<file path="src/rtl/dio_bank_pkg.sv">
package dio_bank_pkg;
    localparam logic [1:0] KIND_IN    = 2'd0;
    localparam logic [1:0] KIND_OUT   = 2'd1;
    localparam logic [1:0] KIND_BIDIR = 2'd2;

    localparam int PORT_BITS   = 8;
    localparam int MAX_PORTS   = 12;
    localparam int BANK_NIBBLE = 4;   // ports start at 0x40
    localparam logic [3:0] OFS_DATA = 4'h0;
    localparam logic [3:0] OFS_DIR  = 4'h1;

    typedef enum logic [1:0] {
        RS_NONE,
        RS_ID,
        RS_DATA,
        RS_DIR
    } reg_sel_e;

    typedef enum logic {
        BUS_IDLE,
        BUS_RESP
    } bus_state_e;
endpackage

</file>
<file path="src/rtl/dio_addr_decode.sv">
module dio_addr_decode
    import dio_bank_pkg::*;
#(
    parameter int NUM_PORTS = 4,
    parameter int ADDR_W    = 8
) (
    input  logic [ADDR_W-1:0]    addr,
    output reg_sel_e             sel,
    output logic [NUM_PORTS-1:0] port_hit
);
    localparam int UPW = ADDR_W - 4;

    logic [UPW-1:0] upper;
    logic [3:0]     low;
    logic           slot_ok;

    assign upper   = addr[ADDR_W-1:4];
    assign low     = addr[3:0];
    assign slot_ok = (low == OFS_DATA) || (low == OFS_DIR);

    for (genvar p = 0; p < NUM_PORTS; p++) begin : g_hit
        assign port_hit[p] = slot_ok && (upper == UPW'(BANK_NIBBLE + p));
    end

    always_comb begin
        if (addr == '0)
            sel = RS_ID;
        else if (|port_hit)
            sel = (low == OFS_DATA) ? RS_DATA : RS_DIR;
        else
            sel = RS_NONE;
    end
endmodule

</file>
<file path="src/rtl/dio_port_slice.sv">
module dio_port_slice
    import dio_bank_pkg::*;
#(
    parameter int         PORT_W     = 8,
    parameter logic [1:0] KIND       = KIND_BIDIR,
    parameter bit         INVERT_OUT = 1'b0
) (
    input  logic              clk,
    input  logic              rst_n,
    input  logic              we_data,
    input  logic              we_dir,
    input  logic [PORT_W-1:0] wdata,
    input  logic [PORT_W-1:0] pin_i,
    output logic [PORT_W-1:0] pin_o,
    output logic [PORT_W-1:0] pin_oe,
    output logic [PORT_W-1:0] data_rd,
    output logic              dir_in,
    output logic [PORT_W-1:0] latch_q
);
    logic [PORT_W-1:0] sync1_q, sync2_q;

    always_ff @(posedge clk) begin
        if (!rst_n)
            latch_q <= '0;
        else if (we_data)
            latch_q <= wdata;
    end

    always_ff @(posedge clk) begin
        if (!rst_n) begin
            sync1_q <= '0;
            sync2_q <= '0;
        end else begin
            sync1_q <= pin_i;
            sync2_q <= sync1_q;
        end
    end

    assign pin_o  = INVERT_OUT ? ~latch_q : latch_q;
    assign pin_oe = {PORT_W{~dir_in}};

    if (KIND == KIND_BIDIR) begin : g_dir_reg
        always_ff @(posedge clk) begin
            if (!rst_n)
                dir_in <= 1'b1;
            else if (we_dir)
                dir_in <= wdata[0];
        end
    end else begin : g_dir_fixed
        logic unused_dir_we;
        assign unused_dir_we = we_dir;
        assign dir_in = (KIND == KIND_IN);
    end

    if (KIND == KIND_OUT && INVERT_OUT) begin : g_rd_inv
        assign data_rd = ~sync2_q;
    end else begin : g_rd_plain
        assign data_rd = sync2_q;
    end


    data_write_chk: assert property (@(posedge clk) disable iff (!rst_n)
        we_data |=> latch_q == $past(wdata));

    if (KIND == KIND_BIDIR) begin : g_dir_chk

        dir_write_chk: assert property (@(posedge clk) disable iff (!rst_n)
            we_dir |=> (dir_in == $past(wdata[0])) && (pin_oe == {PORT_W{~$past(wdata[0])}}));
    end
endmodule

</file>
<file path="src/rtl/dio_port_bank.sv">
module dio_port_bank
    import dio_bank_pkg::*;
#(
    parameter int                   NUM_PORTS  = 4,
    parameter int                   ADDR_W     = 8,
    parameter logic [2*NUM_PORTS-1:0] PORT_KIND = 8'hA4,
    parameter bit                   INVERT_OUT = 1'b0,
    parameter logic [7:0]           ID_VALUE   = 8'hA5
) (
    input  logic                           clk,
    input  logic                           rst_n,
    input  logic [ADDR_W-1:0]              addr,
    input  logic [7:0]                     wdata,
    input  logic                           we,
    input  logic                           re,
    output logic [7:0]                     rdata,
    input  logic [PORT_BITS*NUM_PORTS-1:0] pin_i,
    output logic [PORT_BITS*NUM_PORTS-1:0] pin_o,
    output logic [PORT_BITS*NUM_PORTS-1:0] pin_oe
);
    localparam int PW     = PORT_BITS;
    localparam int TOTALW = PW * NUM_PORTS;

    reg_sel_e             sel;
    logic [NUM_PORTS-1:0] port_hit;
    logic [PW-1:0]        data_rd_a [NUM_PORTS];
    logic [NUM_PORTS-1:0] dir_in_a;
    logic [TOTALW-1:0]    latch_all;
    logic [7:0]           rd_mux;
    logic [7:0]           cap_q;
    bus_state_e           state_q, state_nxt;

    dio_addr_decode #(.NUM_PORTS(NUM_PORTS), .ADDR_W(ADDR_W)) u_dec (
        .addr     (addr),
        .sel      (sel),
        .port_hit (port_hit)
    );

    for (genvar p = 0; p < NUM_PORTS; p++) begin : g_port
        dio_port_slice #(
            .PORT_W     (PW),
            .KIND       (PORT_KIND[2*p +: 2]),
            .INVERT_OUT (INVERT_OUT)
        ) u_slice (
            .clk     (clk),
            .rst_n   (rst_n),
            .we_data (we && port_hit[p] && (sel == RS_DATA)),
            .we_dir  (we && port_hit[p] && (sel == RS_DIR)),
            .wdata   (wdata),
            .pin_i   (pin_i[PW*p +: PW]),
            .pin_o   (pin_o[PW*p +: PW]),
            .pin_oe  (pin_oe[PW*p +: PW]),
            .data_rd (data_rd_a[p]),
            .dir_in  (dir_in_a[p]),
            .latch_q (latch_all[PW*p +: PW])
        );
    end

    always_comb begin
        logic [PW-1:0] data_any;
        logic          dir_any;
        data_any = '0;
        dir_any  = 1'b0;
        for (int p = 0; p < NUM_PORTS; p++) begin
            if (port_hit[p]) begin
                data_any = data_any | data_rd_a[p];
                dir_any  = dir_any | dir_in_a[p];
            end
        end
        unique case (sel)
            RS_ID:   rd_mux = ID_VALUE;
            RS_DATA: rd_mux = data_any;
            RS_DIR:  rd_mux = {7'b0, dir_any};
            default: rd_mux = 8'h00;
        endcase
    end

    always_comb state_nxt = re ? BUS_RESP : BUS_IDLE;

    always_ff @(posedge clk) begin
        if (!rst_n) begin
            state_q <= BUS_IDLE;
            cap_q   <= 8'h00;
        end else begin
            state_q <= state_nxt;
            if (re)
                cap_q <= rd_mux;
        end
    end

    always_comb begin
        unique case (state_q)
            BUS_IDLE: rdata = 8'h00;
            BUS_RESP: rdata = cap_q;
            default:  rdata = 8'h00;
        endcase
    end


    rd_idle_chk: assert property (@(posedge clk) disable iff (!rst_n)
        (rdata != 8'h00) |-> $past(re));


    sel_onehot_chk: assert property (@(posedge clk) disable iff (!rst_n)
        $onehot0(port_hit));


    unmapped_write_chk: assert property (@(posedge clk) disable iff (!rst_n)
        (we && sel != RS_DATA && sel != RS_DIR) |=> $stable(latch_all) && $stable(dir_in_a));
endmodule

</file>
<file path="config.mk">
export PLATFORM = sky130hd
export DESIGN_NAME = dio_port_bank
export DESIGN_NICKNAME = d
export VERILOG_FILES = /design/src/rtl/dio_bank_pkg.sv /design/src/rtl/dio_addr_decode.sv /design/src/rtl/dio_port_slice.sv /design/src/rtl/dio_port_bank.sv
export SDC_FILE = /design/constraint.sdc
export NUM_CORES = 1
export LEC_CHECK = 0
export ABC_AREA = 1
export BUFFER_PORTS_ARGS = -buffer_cell sky130_fd_sc_hd__buf_2
export CAP_MARGIN = 0
export CORE_MARGIN = 2
export CORE_UTILIZATION = 51
export CTS_BUF_LIST = sky130_fd_sc_hd__clkbuf_16
export DETAILED_ROUTE_END_ITERATION = 10
export PLACE_DENSITY_LB_ADDON = 0.1
export SLEW_MARGIN = 15
export SYNTH_ARGS = -nofsm -noshare
export SYNTH_HDL_FRONTEND = slang
export SYNTH_SLANG_ARGS = --single-unit
export TNS_END_PERCENT = 50
</file>
<file path="constraint.sdc">
create_clock -name clk -period 1.3 [get_ports clk]
set_clock_uncertainty 0.1 [all_clocks]
set_input_delay 0.065 -clock clk [delete_from_list [all_inputs] [get_ports clk]]
set_output_delay 0.065 -clock clk [all_outputs]
set_load 0.005 [all_outputs]
</file>
==> impl_metrics.tcl <==
set metrics [dict create \
    dp.cells 718 \
    p_per_area_nw_per_um2 1200 \
    grt_max_degree 65 \
    clkSlewWorstSetupHoldPaths_ns 0.07 \
    outcome "complete, no violations" \
    cap_violations 0 \
    synth_compound_area_frac 0.0705 \
    synth_seq_cells 107 \
    yosys.area.top_type "dfxtp_1" \
    rsz0062_at_grt "no" \
    io_pins 124 \
    vias_per_cell 4.55 \
    yosys.area_share.simple 0.251 \
    end_kind "primary output" \
    yosysWarnings 0 \
    clk_latency_ns 0.34 \
    die_w_um 93.7 \
    final_net_count 722 \
    dieArea_um2 8770 \
    yosysTopAreaCellShare 0.522 \
    remaining_drc_errors 0 \
    synth_area_leaders "dfxtp_1 (52%), nand2_1 (9.6%), inv_1 (7.7%)" \
    placementRows 32 \
    drv_slew 0 \
    ant_nets 0 \
    crit_path_max_fanout 9 \
    crit_type "flop to primary output" \
    grt_pass1_vias 3124 \
    yosys-mux-area-fraction 0 \
    tritoncts "built" \
    synth_edf_count 0 \
    wl_um 9300 \
    syn2layout_area_growth_pct 32.9 \
    initial_core_util 0.528 \
    avgSynthCellArea_um2 7.81 \
    clock.fmax_ghz 0.855 \
    worstSetupStartpoint "g_port[2].u_slice.dir_in" \
    first_iter_violations 131 \
    synth_fa_ha_area_frac 0 \
    total_power_mw 6.54 \
    root_buffer "clkbuf_16" \
    regArea_um2 2140 \
    port-buffer-count 107 \
    vias 3532 \
    synth_xor_area_frac 0 \
    crit_arrival_ns 1.00 \
    ys_dominant_reg_cell "dfxtp_1" \
    fin_crit_ns 1.17 \
    htreeDepth 3 \
    routedWlPerCell_um 12.0 \
    dr.pass1.iters 4 \
    worstPathRequired_ns 1.13 \
    cts_buffers 9 \
    yosysSeqAreaShare 0.522 \
    synth_cell_types 26 \
    core_um2 7770 \
    hpwl_um 6090 \
    drive_above_1_share 0.231 \
    worstReg2RegStart "g_port[0].u_slice.data_rd[0]" \
    fillerInstances 656 \
    hold_violations 0 \
    setup_viol 0 \
    place_congestion 0.856 \
    fin_cells 776 \
    worstHoldPathType "primary input to flop" \
    overflow 0 \
    grt_pass1_wl_um 14600 \
    period_share 0.900 \
    min-delay-start "addr[5]" \
    antenna_found_initial 0 \
    p_leak_nw 3.15 \
    die_y_um 93.7 \
    multi_input_area_um2 1380 \
    clock_sinks 107 \
    synth_area_um2 4100 \
    clockBufferDepth 2 \
    ir_drop_v 0.00104 \
    synthArstFlopShare 0 \
    diodes 0 \
    start_kind "flop" \
    synth_top_family_by_area "simple AND/OR/NAND/NOR gates" \
    syn_inst 525 \
    fin_util 0.701 \
    grt_usage 0.214 \
]
==> critical path, stage by stage, from the launching register on <==
cell	delay, ns
dfxtp_1	0.32
inv_1	0.19
buf_2	0.16
==> sequential cells by signal, indices dropped and copies added, names as in the netlist <==
register,flops
g_port.u_slice.sync1_q,32
state_q,1
g_port.u_slice.data_rd,32
cap_q,8
g_port.u_slice.latch_q,32
g_port.u_slice.dir_in,2
==> cell usage after synthesis (3+ instances only) <==
cell type,number
a21oi_1,10
buf_2,3
buf_4,30
clkbuf_1,12
dfxtp_1,107
inv_1,84
nand2_1,105
nand2_2,3
nand3_1,35
nor2_1,54
nor2_4,5
nor3_1,16
o21ai_0,38
o21ai_1,7
==> metrics by stage <==
step	area (µm²)	hold slack [ns]	setup TNS, ns	worst slack [ns]
floorplan	4150	0.0585	0	0.0808
global placement	4710	0.144	-0.602	-0.0660
detailed placement	4710	0.148	-1.24	-0.0544
CTS	5420	0.0150	0	0.0672
global route	5450	0.0591	0	0.0188
finish	5450	0.0219	0	0.130
==> per-layer routing <==
layer	vias up	track usage	wire, µm
met5	-	0	0
met4	0	0.0447	119
met3	10	0.0578	509
met2	94	0.369	4510
met1	1580	0.271	4160
li1	1848	-	-
==> what timing repair did <==
item,in CTS,in global routing
hold buffers,42,0
setup endpoints to repair,0,2
setup buffers,0,0
resized for setup,0,1
endpoints found under the hold margin,65,0
==> placed cells by master, fill, tap and decap left out <==
master         synthesis  layout
buf_2                  3     107
dfxtp_1              107     106
nand2_1              105     105
inv_1                 84      85
nor2_1                54      54
dlygate4sd3_1          0      42
o21ai_0               38      38
nand3_1               35      35
nor3_1                16      16
conb_1                 2      16
buf_4                 30      11
a21oi_1               10      10
clkbuf_16              0      10
o21ai_1                7       7
buf_12                 0       6
nor2_4                 5       5
nand2_2                3       3
inv_2                  2       2
nor2_8                 2       2
nand2_4                1       1
nor3_4                 1       1
nand3_4                1       1
o211ai_1               1       1
nor4_1                 1       1
nor2_2                 1       1
a31oi_1                1       1
or2_2                  1       1
clkinv_1               0       1
inv_6                  0       1
bufinv_16              0       1
inv_8                  0       1
clkinvlp_4             0       1
dfxtp_2                0       1
==> cell families after synthesis <==
family	Yosys count
simple gates	226
buf+inv	133
flops	107
compound gates	57
other cells	2
==> cell type report <==
| type | instances | share of cell area |
|---|---|---|
| sequential | 107 | 0.393 |
| multi-input combinational | 299 | 0.253 |
| timing repair buffer | 167 | 0.217 |
| inverter | 86 | 0.0593 |
| clock buffer | 9 | 0.0413 |
| tap | 102 | 0.0234 |
| clock inverter | 6 | 0.0119 |
==> where the power goes <==
group	leakage (nW)	internal, mW	switching (mW)	total, mW
Clock	0.143	1.49	1.16	2.65
Sequential	0.877	3.38	0.0309	3.41
Combinational	2.13	0.237	0.248	0.485
==> worst paths after layout <==
kind         slack [ns]                      endpoint  cells after the start
min reg2reg        0.31  g_port[3].u_slice.data_rd[7]                      2
max                0.13                    pin_oe[20]                      2
min                0.02  g_port[3].u_slice.latch_q[0]                      4
max reg2reg        0.17                      cap_q[0]                      5
(Power assumes the default switching activity.)
